## src/rtl/sarx_pkg.sv

```systemverilog
`timescale 1ns/1ps
package sarx_pkg;

    localparam int SAMPLE_W = 24;

    typedef enum logic [2:0] {
        FMT_LEFT  = 3'd0,
        FMT_I2S   = 3'd1,
        FMT_RJ16  = 3'd2,
        FMT_RJ24  = 3'd3,
        FMT_RJ20  = 3'd4,
        FMT_RJ18  = 3'd5,
        FMT_ALT6  = 3'd6,
        FMT_ALT7  = 3'd7
    } fmt_e;

    function automatic logic fmt_is_i2s(logic [2:0] f);
        return f == FMT_I2S;
    endfunction

    function automatic logic fmt_is_left(logic [2:0] f);
        return (f == FMT_LEFT) || (f == FMT_ALT6) || (f == FMT_ALT7);
    endfunction

endpackage

```

## src/rtl/sarx_bitclk.sv

```systemverilog
`timescale 1ns/1ps
module sarx_bitclk #(
    parameter int POS_W = 6
) (
    input  logic             clk,
    input  logic             rst_n,
    input  logic             sclk_in,
    input  logic             lrck_in,
    input  logic             div_en,
    input  logic             div_quarter,
    output logic             bclk_out,
    output logic             bit_tick,
    output logic             frame_edge,
    output logic             lrck_prev,
    output logic [POS_W-1:0] bit_pos
);
    localparam logic [POS_W-1:0] POS_MAX = {POS_W{1'b1}};

    typedef struct packed {
        logic [1:0]       cnt;
        logic             sclk;
        logic             lrck;
        logic [POS_W-1:0] pos;
    } bclk_st_t;

    bclk_st_t st_q, st_d;
    logic ext_tick, div_tick;
    logic [POS_W-1:0] pos_inc;

    always_comb begin
        ext_tick   = sclk_in & ~st_q.sclk;
        div_tick   = div_quarter ? (st_q.cnt == 2'd1) : ~st_q.cnt[0];
        bit_tick   = div_en ? div_tick : ext_tick;
        frame_edge = bit_tick && (lrck_in != st_q.lrck);
        pos_inc    = (st_q.pos == POS_MAX) ? POS_MAX : st_q.pos + 1'b1;
        bit_pos    = frame_edge ? '0 : pos_inc;
        lrck_prev  = st_q.lrck;
        bclk_out   = div_en ? (div_quarter ? st_q.cnt[1] : st_q.cnt[0]) : 1'b0;

        st_d      = st_q;
        st_d.sclk = sclk_in;
        st_d.cnt  = div_en ? st_q.cnt + 2'd1 : 2'd0;
        if (bit_tick) begin
            st_d.lrck = lrck_in;
            st_d.pos  = bit_pos;
        end
    end

    always_ff @(posedge clk or negedge rst_n) begin
        if (!rst_n) st_q <= '0;
        else        st_q <= st_d;
    end

    // sample points never fall on consecutive cycles while the source is steady
    p_tick_isolated_r7: assert property (@(posedge clk) disable iff (!rst_n)
        bit_tick ##1 ($stable(div_en) && $stable(div_quarter)) |-> !bit_tick);

    // in divided mode the output clock rises right after each sample point
    p_rise_after_tick_r8: assert property (@(posedge clk) disable iff (!rst_n)
        (div_en && bit_tick) ##1 (div_en && $stable(div_quarter)) |-> $rose(bclk_out));

endmodule

```

## src/rtl/sarx_lane.sv

```systemverilog
`timescale 1ns/1ps
module sarx_lane
    import sarx_pkg::*;
#(
    parameter int POS_W = 6
) (
    input  logic                clk,
    input  logic                rst_n,
    input  logic                bit_tick,
    input  logic                frame_edge,
    input  logic [POS_W-1:0]    bit_pos,
    input  logic [2:0]          fmt,
    input  logic                sdata,
    output logic [SAMPLE_W-1:0] word
);
    localparam int IDX_W = $clog2(SAMPLE_W);

    typedef struct packed {
        logic [SAMPLE_W-1:0] shreg;
        logic [SAMPLE_W-1:0] cap;
    } lane_st_t;

    lane_st_t st_q, st_d;
    logic [POS_W-1:0] off;
    logic [POS_W-1:0] rel;
    logic [IDX_W-1:0] idx;

    // word of the half-frame that ends at the current edge
    always_comb begin
        case (fmt_e'(fmt))
            FMT_RJ16: word = {{(SAMPLE_W-16){st_q.shreg[15]}}, st_q.shreg[15:0]};
            FMT_RJ18: word = {{(SAMPLE_W-18){st_q.shreg[17]}}, st_q.shreg[17:0]};
            FMT_RJ20: word = {{(SAMPLE_W-20){st_q.shreg[19]}}, st_q.shreg[19:0]};
            FMT_RJ24: word = st_q.shreg;
            default:  word = st_q.cap;
        endcase
    end

    always_comb begin
        off  = fmt_is_i2s(fmt) ? POS_W'(1) : '0;
        rel  = bit_pos - off;
        idx  = IDX_W'(SAMPLE_W - 1) - rel[IDX_W-1:0];
        st_d = st_q;
        if (bit_tick) begin
            st_d.shreg = {st_q.shreg[SAMPLE_W-2:0], sdata};
            if (frame_edge) st_d.cap = '0;
            if ((bit_pos >= off) && (rel < POS_W'(SAMPLE_W))) st_d.cap[idx] = sdata;
        end
    end

    always_ff @(posedge clk or negedge rst_n) begin
        if (!rst_n) st_q <= '0;
        else        st_q <= st_d;
    end

    // left-justified MSB is the bit taken at the frame-clock change
    p_left_msb_r2: assert property (@(posedge clk) disable iff (!rst_n)
        (bit_tick && frame_edge && fmt_is_left(fmt)) |=> (st_q.cap[SAMPLE_W-1] == $past(sdata)));

    // I2S ignores the bit at the frame-clock change
    p_i2s_skip_r3: assert property (@(posedge clk) disable iff (!rst_n)
        (bit_tick && frame_edge && fmt_is_i2s(fmt)) |=> (st_q.cap == '0));

endmodule

```

## src/rtl/sarx_frame.sv

```systemverilog
`timescale 1ns/1ps
module sarx_frame
    import sarx_pkg::*;
#(
    parameter int NUM_LINES = 3,
    parameter int CFG_W     = 5
) (
    input  logic                                clk,
    input  logic                                rst_n,
    input  logic                                frame_edge,
    input  logic                                lrck_prev,
    input  logic [2:0]                          fmt,
    input  logic [CFG_W-1:0]                    cfg,
    input  logic [NUM_LINES-1:0][SAMPLE_W-1:0]  words,
    output logic [NUM_LINES-1:0][SAMPLE_W-1:0]  out_a,
    output logic [NUM_LINES-1:0][SAMPLE_W-1:0]  out_b,
    output logic                                out_valid
);
    typedef struct packed {
        logic [CFG_W-1:0]                   cfg;
        logic                               phase_ok;
        logic                               a_seen;
        logic [NUM_LINES-1:0][SAMPLE_W-1:0] a_hold;
        logic [NUM_LINES-1:0][SAMPLE_W-1:0] a_out;
        logic [NUM_LINES-1:0][SAMPLE_W-1:0] b_out;
        logic                               valid;
    } frm_st_t;

    frm_st_t st_q, st_d;
    logic cfg_change;
    logic chan_b;

    always_comb begin
        cfg_change = (cfg != st_q.cfg);
        chan_b     = fmt_is_i2s(fmt) ? ~lrck_prev : lrck_prev;

        st_d       = st_q;
        st_d.valid = 1'b0;
        st_d.cfg   = cfg;
        if (cfg_change) begin
            st_d.phase_ok = 1'b0;
            st_d.a_seen   = 1'b0;
        end else if (frame_edge) begin
            if (st_q.phase_ok) begin
                if (!chan_b) begin
                    st_d.a_hold = words;
                    st_d.a_seen = 1'b1;
                end else begin
                    if (st_q.a_seen) begin
                        st_d.a_out = st_q.a_hold;
                        st_d.b_out = words;
                        st_d.valid = 1'b1;
                    end
                    st_d.a_seen = 1'b0;
                end
            end
            st_d.phase_ok = 1'b1;
        end
    end

    always_ff @(posedge clk or negedge rst_n) begin
        if (!rst_n) st_q <= '0;
        else        st_q <= st_d;
    end

    assign out_a     = st_q.a_out;
    assign out_b     = st_q.b_out;
    assign out_valid = st_q.valid;

    // the strobe never lasts two cycles
    p_single_pulse_r6: assert property (@(posedge clk) disable iff (!rst_n)
        out_valid |=> !out_valid);

    // samples only move together with the strobe
    p_hold_r6: assert property (@(posedge clk) disable iff (!rst_n)
        !out_valid |-> ($stable(out_a) && $stable(out_b)));

    // a setting change never yields a frame on the next cycle
    p_cfg_drop_r9: assert property (@(posedge clk) disable iff (!rst_n)
        cfg_change |=> !out_valid);

endmodule

```

## src/rtl/sarx_receiver.sv

```systemverilog
`timescale 1ns/1ps
module sarx_receiver
    import sarx_pkg::*;
#(
    parameter int NUM_LINES = 3,
    parameter int POS_W     = 6
) (
    input  logic                                clk,
    input  logic                                rst_n,
    input  logic [2:0]                          fmt_sel,
    input  logic                                div_en,
    input  logic                                div_quarter,
    input  logic                                sclk_in,
    input  logic                                lrck_in,
    input  logic [NUM_LINES-1:0]                sdata_in,
    output logic                                bclk_out,
    output logic [NUM_LINES-1:0][SAMPLE_W-1:0]  samp_a,
    output logic [NUM_LINES-1:0][SAMPLE_W-1:0]  samp_b,
    output logic                                samp_valid
);
    localparam int CFG_W = 5;

    logic             bit_tick;
    logic             frame_edge;
    logic             lrck_prev;
    logic [POS_W-1:0] bit_pos;
    logic [NUM_LINES-1:0][SAMPLE_W-1:0] words;
    logic [CFG_W-1:0] cfg;

    assign cfg = {fmt_sel, div_en, div_quarter};

    sarx_bitclk #(.POS_W(POS_W)) u_bitclk (
        .clk        (clk),
        .rst_n      (rst_n),
        .sclk_in    (sclk_in),
        .lrck_in    (lrck_in),
        .div_en     (div_en),
        .div_quarter(div_quarter),
        .bclk_out   (bclk_out),
        .bit_tick   (bit_tick),
        .frame_edge (frame_edge),
        .lrck_prev  (lrck_prev),
        .bit_pos    (bit_pos)
    );

    for (genvar g = 0; g < NUM_LINES; g++) begin : g_lane
        sarx_lane #(.POS_W(POS_W)) u_lane (
            .clk       (clk),
            .rst_n     (rst_n),
            .bit_tick  (bit_tick),
            .frame_edge(frame_edge),
            .bit_pos   (bit_pos),
            .fmt       (fmt_sel),
            .sdata     (sdata_in[g]),
            .word      (words[g])
        );
    end

    sarx_frame #(.NUM_LINES(NUM_LINES), .CFG_W(CFG_W)) u_frame (
        .clk       (clk),
        .rst_n     (rst_n),
        .frame_edge(frame_edge),
        .lrck_prev (lrck_prev),
        .fmt       (fmt_sel),
        .cfg       (cfg),
        .words     (words),
        .out_a     (samp_a),
        .out_b     (samp_b),
        .out_valid (samp_valid)
    );

endmodule

```

## config.mk

```make
export PLATFORM = sky130hd
export DESIGN_NAME = sarx_receiver
export DESIGN_NICKNAME = d
export VERILOG_FILES = /design/src/rtl/sarx_pkg.sv /design/src/rtl/sarx_bitclk.sv /design/src/rtl/sarx_lane.sv /design/src/rtl/sarx_frame.sv /design/src/rtl/sarx_receiver.sv
export SDC_FILE = /design/constraint.sdc
export NUM_CORES = 1
export LEC_CHECK = 0
export ABC_AREA = 1
export BUFFER_PORTS_ARGS = -buffer_cell sky130_fd_sc_hd__buf_2
export CAP_MARGIN = 10
export CORE_MARGIN = 10
export CORE_UTILIZATION = 50
export CTS_BUF_LIST = sky130_fd_sc_hd__clkbuf_8
export DETAILED_ROUTE_END_ITERATION = 8
export GPL_ROUTABILITY_DRIVEN = 0
export HOLD_SLACK_MARGIN = 0.06
export PLACE_DENSITY = 0.76
export REMOVE_ABC_BUFFERS = 1
export SETUP_SLACK_MARGIN = 0.3
export SLEW_MARGIN = 40
export SYNTH_ARGS = -nofsm -noshare
export SYNTH_HDL_FRONTEND = slang
export SYNTH_HIERARCHICAL = 1
export SYNTH_SLANG_ARGS = --single-unit
```

## constraint.sdc

```tcl
create_clock -name clk -period 3.3 [get_ports clk]
set_input_delay 0.66 -clock clk [delete_from_list [all_inputs] [get_ports clk]]
set_output_delay 0.66 -clock clk [all_outputs]
set_load 0.03 [all_outputs]
```

After elaboration in Yosys (flattened, before gate mapping):

Index checks and enable logic that the tools add are counted.

* register bits after elaboration: 378
* input bits: 12
* output and inout bits: 146

* mux-type cells: 34
* bitwise logic cells: 6
* add/subtract/negate cells: 4
* equality and inequality tests: 9
* order comparisons: 4
* reductions and logical operators: 8

Operators by type and width (number)
* $mux W145: 2
* $pmux W24 S4: 3
* $mux W219: 1
* $mux W218: 1
* $mux W24: 9
* $bwmux W24: 3
* $mux W72: 1
* $mux W6: 2
* $mux W1: 9
* $add A6 B1 Y6 const B: 1
* $eq A3 B2 Y1 const B: 2
* $eq A3 B3 Y1 const B: 2
* $eq A6 B6 Y1 const B: 1
* $ge A6 B6 Y1: 1
* $lt A5 B6 Y1 const B: 1
* $lt A6 B5 Y1 const B: 1
* $sub A6 B6 Y6: 1
* $demux W1 S5: 1
* $ge A5 B1 Y1 const B: 1
* $ne A5 B5 Y1: 1
* $not A1 Y1: 5
* $reduce_and A5 Y1: 1
* $sub A5 B5 Y5 const A: 1
* $mux W2: 2
* other kinds (9): 12

Depth between registers and ports, before layout:

* depth in word-level cells: 13
* depth in mapped cells: 21

Modules after synthesis:

Netlist, hierarchy kept.

By module, submodules not included
* sarx_frame: instances 1, area each 9927.0 sq um, cells each 1120
* sarx_lane at g_lane[0].u_lane ...: instances 2, area each 3027.9 sq um, cells each 430
* sarx_lane at g_lane[2].u_lane: instances 1, area each 2981.6 sq um, cells each 430
* sarx_bitclk: instances 1, area each 629.4 sq um, cells each 88

Worst setup path after synthesis:

No wires, ideal clock.

* kind: input-to-reg
* from: input lrck_in
* to: register g_lane[2].u_lane/st_q[20] (netlist bit)
* data arrival time: 2.574 ns
* stages: 14
* setup time: 0.117 ns
* buffers on the path: 0
* data required time: 3.183 ns
* slack: 0.609 ns
* cells stage by stage: xnor2_2 > inv_2 > nand2_2 > inv_2 > nor2_2 > inv_1 > ha_1 > ha_1 > xnor2_1 > nand3_1 > nor2_4 > nand3_1 > nand3_1 > nand2_1

* cells in the longest elaborated chain, start to end: 11

RTL lines
* from (decl): line sarx_receiver.sv:14 `input logic lrck_in,`
* $ne A1 B1 Y1 *: line sarx_bitclk.sv:34 `frame_edge = bit_tick && (lrck_in != st_q.lrck);`
* $logic_and A1 B1 Y1 *: line sarx_bitclk.sv:34
* via frame_edge: line sarx_receiver.sv:24 `logic frame_edge;`
* $mux W6 *: line sarx_bitclk.sv:36 `bit_pos = frame_edge ? '0 : pos_inc;`
* via bit_pos[0]: line sarx_receiver.sv:26 `logic [POS_W-1:0] bit_pos;`
* $sub A6 B6 Y6: line sarx_lane.sv:41 `rel = bit_pos - off;`
* $sub A5 B5 Y5: line sarx_lane.sv:42 `idx = IDX_W'(SAMPLE_W - 1) - rel[IDX_W-1:0];`
* $lt A5 B6 Y1 (not written as such) or $ge A5 B1 Y1 (tied branches): line sarx_lane.sv:47 `if ((bit_pos >= off) && (rel < POS_W'(SAMPLE_W))) st_d.cap[idx] = sdata;`
* $logic_and A1 B1 Y1 (not written as such): line sarx_lane.sv:47
* $mux W1 (not written as such): line sarx_lane.sv:47
* $demux W1 S5
* $bwmux W24: line sarx_lane.sv:47
* $mux W24 *: line sarx_lane.sv:47
* to (signal assigned): line sarx_lane.sv:53 `else st_q <= st_d;`
* to (decl): line sarx_lane.sv:23 `lane_st_t st_q, st_d;`

Mark *: on every way through the listed nets, which the timed path passes. The rest lies on a longest branch. The select of a mux whose other input is x is not followed.
A chain may end at the register's enable or synchronous reset.

Worst setup path in the final report:

* from: register u_bitclk/st_q[8] (netlist bit)
* to: register g_lane[2].u_lane/st_q[18] (netlist bit)

* cells in the longest elaborated chain, start to end: 13

RTL lines
* from (decl): line sarx_bitclk.sv:26 `bclk_st_t st_q, st_d;`
* from (signal assigned): line sarx_bitclk.sv:51 `else st_q <= st_d;`
* $eq A2 B1 Y1 or $not A1 Y1 (tied branches): line sarx_bitclk.sv:32 `div_tick = div_quarter ? (st_q.cnt == 2'd1) : ~st_q.cnt[0];`
* $mux W1 *: line sarx_bitclk.sv:32
* $mux W1 *: line sarx_bitclk.sv:33 `bit_tick = div_en ? div_tick : ext_tick;`
* via bit_tick: line sarx_receiver.sv:23 `logic bit_tick;`
* $logic_and A1 B1 Y1 *: line sarx_bitclk.sv:34
* via frame_edge: line sarx_receiver.sv:24
* $mux W6 *: line sarx_bitclk.sv:36
* via bit_pos[0]: line sarx_receiver.sv:26
* $sub A6 B6 Y6: line sarx_lane.sv:41
* $sub A5 B5 Y5: line sarx_lane.sv:42
* $lt A5 B6 Y1 (not written as such) or $ge A5 B1 Y1 (tied branches): line sarx_lane.sv:47
* $logic_and A1 B1 Y1 (not written as such): line sarx_lane.sv:47
* $mux W1 (not written as such): line sarx_lane.sv:47
* $demux W1 S5
* $bwmux W24: line sarx_lane.sv:47
* $mux W24 *: line sarx_lane.sv:47

Marked as above.

==> results by group <==
Run status
  • Outcome: finished, final reports clean

Synth
  • Top_reg_cell synth: dfrtp_1
  • Syn Inst Count: 2498
  • Synth warnings: 6
  • Synth async-reset ratio: between 90% and 100%
  • Synth Cell Area: approximately 20000 um2
  • Synth unique cells: 33
  • #FFs+latches synth: 378
  • EDFF count, synth: 0
  • Syn avg cell area: slightly below 8 um2
  • Seq/Total Area, Yosys: 48.3%

Routing
  • Routed len/inst: between 10 and 15 um
  • Vias per std cell: ~5.2
  • Total wire length: 45000 um
  • Drt first pass iters: 6
  • Drc violations: 0
  • Post-DRT Antenna Nets: 0
  • Drt first-iter violations: 1450
  • DR vias: 15700

Floorplan
  • Rows: 72
  • Die Height: around 220 um
  • Num ports: between 150 and 200
  • Starting Density: about half
  • Die ar.: roughly 48000 um2
  • Die W: about 220 um
  • Core area: just under 40000 um2

Pwr
  • VDD IR max: 0.303 mV
  • Pwr/cell area: ~590 nW/um2
  • Leakage power: around 12 nW

STA
  • Final Critical Period: between 2 and 3 ns
  • Max Slew Vio Count: 0
  • Tightest Pin Transition: between 0.7 and 0.8 ns
  • RSZ-0062 raised after global routing: false
  • Final Hold Vio Count: 0
  • Slew margin rel.: between 40 and 50%
  • Period utilisation layout: about 84%
  • Skew final: ~0.032 ns
  • Setup violators final: 0
  • Fmax: ~360 MHz
  • Hold Slack: 0.197 ns
  • Total negative slack: 0 ns

Clocking
  • Worst skew pair latency: approximately 0.60 ns
  • Root Driver: clkbuf_8
  • CTS Buf Count: 66
  • Clk slew on worst S/H paths: approximately 0.060 ns
  • Clock tree buffer depth: 3
  • CTS tree: done
  • Htree depth: 3
  • Clock sinks: 378

Global route
  • Antenna violations before repair: 1
  • Remaining global-route overflow: 0
  • Total GRT Usage: a little under a fifth
  • Largest net degree at the start of global routing: roughly 210
  • First-pass GRT wire length: between 70000 and 80000 um
  • Vias in the first global route: around 15000

Layout
  • Finished Layout Cells: 3047
  • Share of cells above drive strength 1: ~15%
  • Commonest cells after routing, fill and taps aside: nand2_1 (1000), nand3_1 (392), dfrtp_1 (378)
  • Util after Layout: 53.9%
  • Commonest non-fill, non-tap cell in the layout: nand2_1
  • Area grow syn2layout: 6.63%
  • Nets@finish: 2507

Hold path
  • Worst hold path class: primary input to flop

Placement
  • # placed instances: between 2000 and 3000
  • Post-DP HPWL: a little under 30000 um
  • Number of I/O port buffers: 157

Critical path
  • Required time of the critical path: between 3 and 4 ns
  • Critical Path AT: approximately 3.3 ns
  • Worst Path Max Fanout: 8
  • CP Class: flop to flop
  • Crit path capture type: flop
  • Reg2reg setup slack: roughly 0.53 ns
  • Element type at the critical path start: flop

Job
  • Max Cap Viol: 0
cells in the mapped netlist (12+ instances only):
library cell  instances  share of area, %
o21ai_1              12              0.31
a31oi_1              12              0.38
inv_1               132               2.5
nor2_4               23               1.3
buf_2                49               1.3
nand2_2              21              0.67
clkbuf_1             37              0.71
o21ai_0             128               3.3
nor2_1               47              0.90
clkbuf_8             24               1.7
buf_4               145               5.6
dfrtp_1             378                48
nand3_1             398                10
nand2_1            1002                19
flip-flops by register name, summed over array words and instances (netlist names):
| name | count |
|---|---|
| g_lane.u_lane/st_q | 144 |
| u_frame/st_q | 79 |
| u_frame/out_a | 72 |
| u_frame/out_b | 72 |
| u_bitclk/st_q | 9 |
| u_bitclk/lrck_prev | 1 |
| u_frame/out_valid | 1 |
per-layer routing:
metal	GRT usage [%]	up-vias	part of all wire, %
met5	0	-	0
met4	7.48	0	2.4
met3	3.87	78	6.2
met2	30.2	450	47
met1	24.4	7440	44
li1	-	7767	-
final cells by class:
class,instances,area (um2)
fillers,3656,17800
flip-flops and latches,378,9460
multi-input cells,1702,7740
repair buffers,197,1240
clock buffers,84,1160
well taps,518,648
inverters,142,533
clock inverters,25,109
diodes,1,2.50
worst paths after layout:
path / startpoint / cells past startpoint / endpoint
hold / removal: sclk_in / 1 / u_bitclk/st_q[7]$_DFF_PN0_
hold reg to reg: u_frame/out_a[2]$_DFFE_PN0P_ / 2 / u_frame/out_a[2]$_DFFE_PN0P_
setup / recovery: u_bitclk/st_q[8]$_DFF_PN0_ / 19 / g_lane[2].u_lane/st_q[18]$_DFFE_PN0P_
max in group asynchronous: rst_n / 3 / u_frame/st_q[197]$_DFFE_PN0P_
setup reg to reg: u_bitclk/st_q[8]$_DFF_PN0_ / 19 / g_lane[2].u_lane/st_q[18]$_DFFE_PN0P_
min in group asynchronous: rst_n / 2 / u_frame/out_a[10]$_DFFE_PN0P_
critical path: stages (launching register included):
cell     delay (ns)
dfrtp_1        0.41
ha_1           0.21
inv_1          0.05
nand2_1        0.06
nand3_2        0.11
nand2_8        0.08
nand2_2        0.11
inv_2          0.09
nor2_4         0.11
inv_1          0.06
ha_1           0.22
ha_2           0.24
nand2_1        0.10
nand2_1        0.06
nand2_2        0.11
nand3_1        0.14
nor2_4         0.22
nand3_1        0.09
nand3_1        0.12
nand2_1        0.05
cell families after synthesis:
kind of cell,synth area share (%)
adders and majority gates,0.511
buffers and inverters,13.0
xor gates and xnor gates,0.351
DFF,48.3
AOI/OAI and AO/OA,4.25
and+or+nand+nor,33.6
stage by stage:
stage	setup WS (ns)	cell area [um2]	total power, mW
finish	0.533	20900	12.2
global route	0.324	20900	13.0
CTS	0.306	20700	12.3
detailed placement	0.0781	19500	8.07
global placement	0.192	19500	7.93
floorplan	-4.83	17600	7.19
where the power goes:
part	switching, mW	internal (mW)	total (mW)
Combinational	1.78	0.814	2.60
Sequential	0.365	5.13	5.50
Clock	1.87	2.27	4.13
Total	4.02	8.21	12.2
what timing repair did:
action                                  in CTS  in global routing
buffers inserted                             0                  2
endpoints found under the setup margin       0                 72
gates resized for setup                      0                 20
endpoints found under the hold margin       25                  0
hold buffers                                 1                  0
Note: power is estimated with default switching activity, not from simulation.
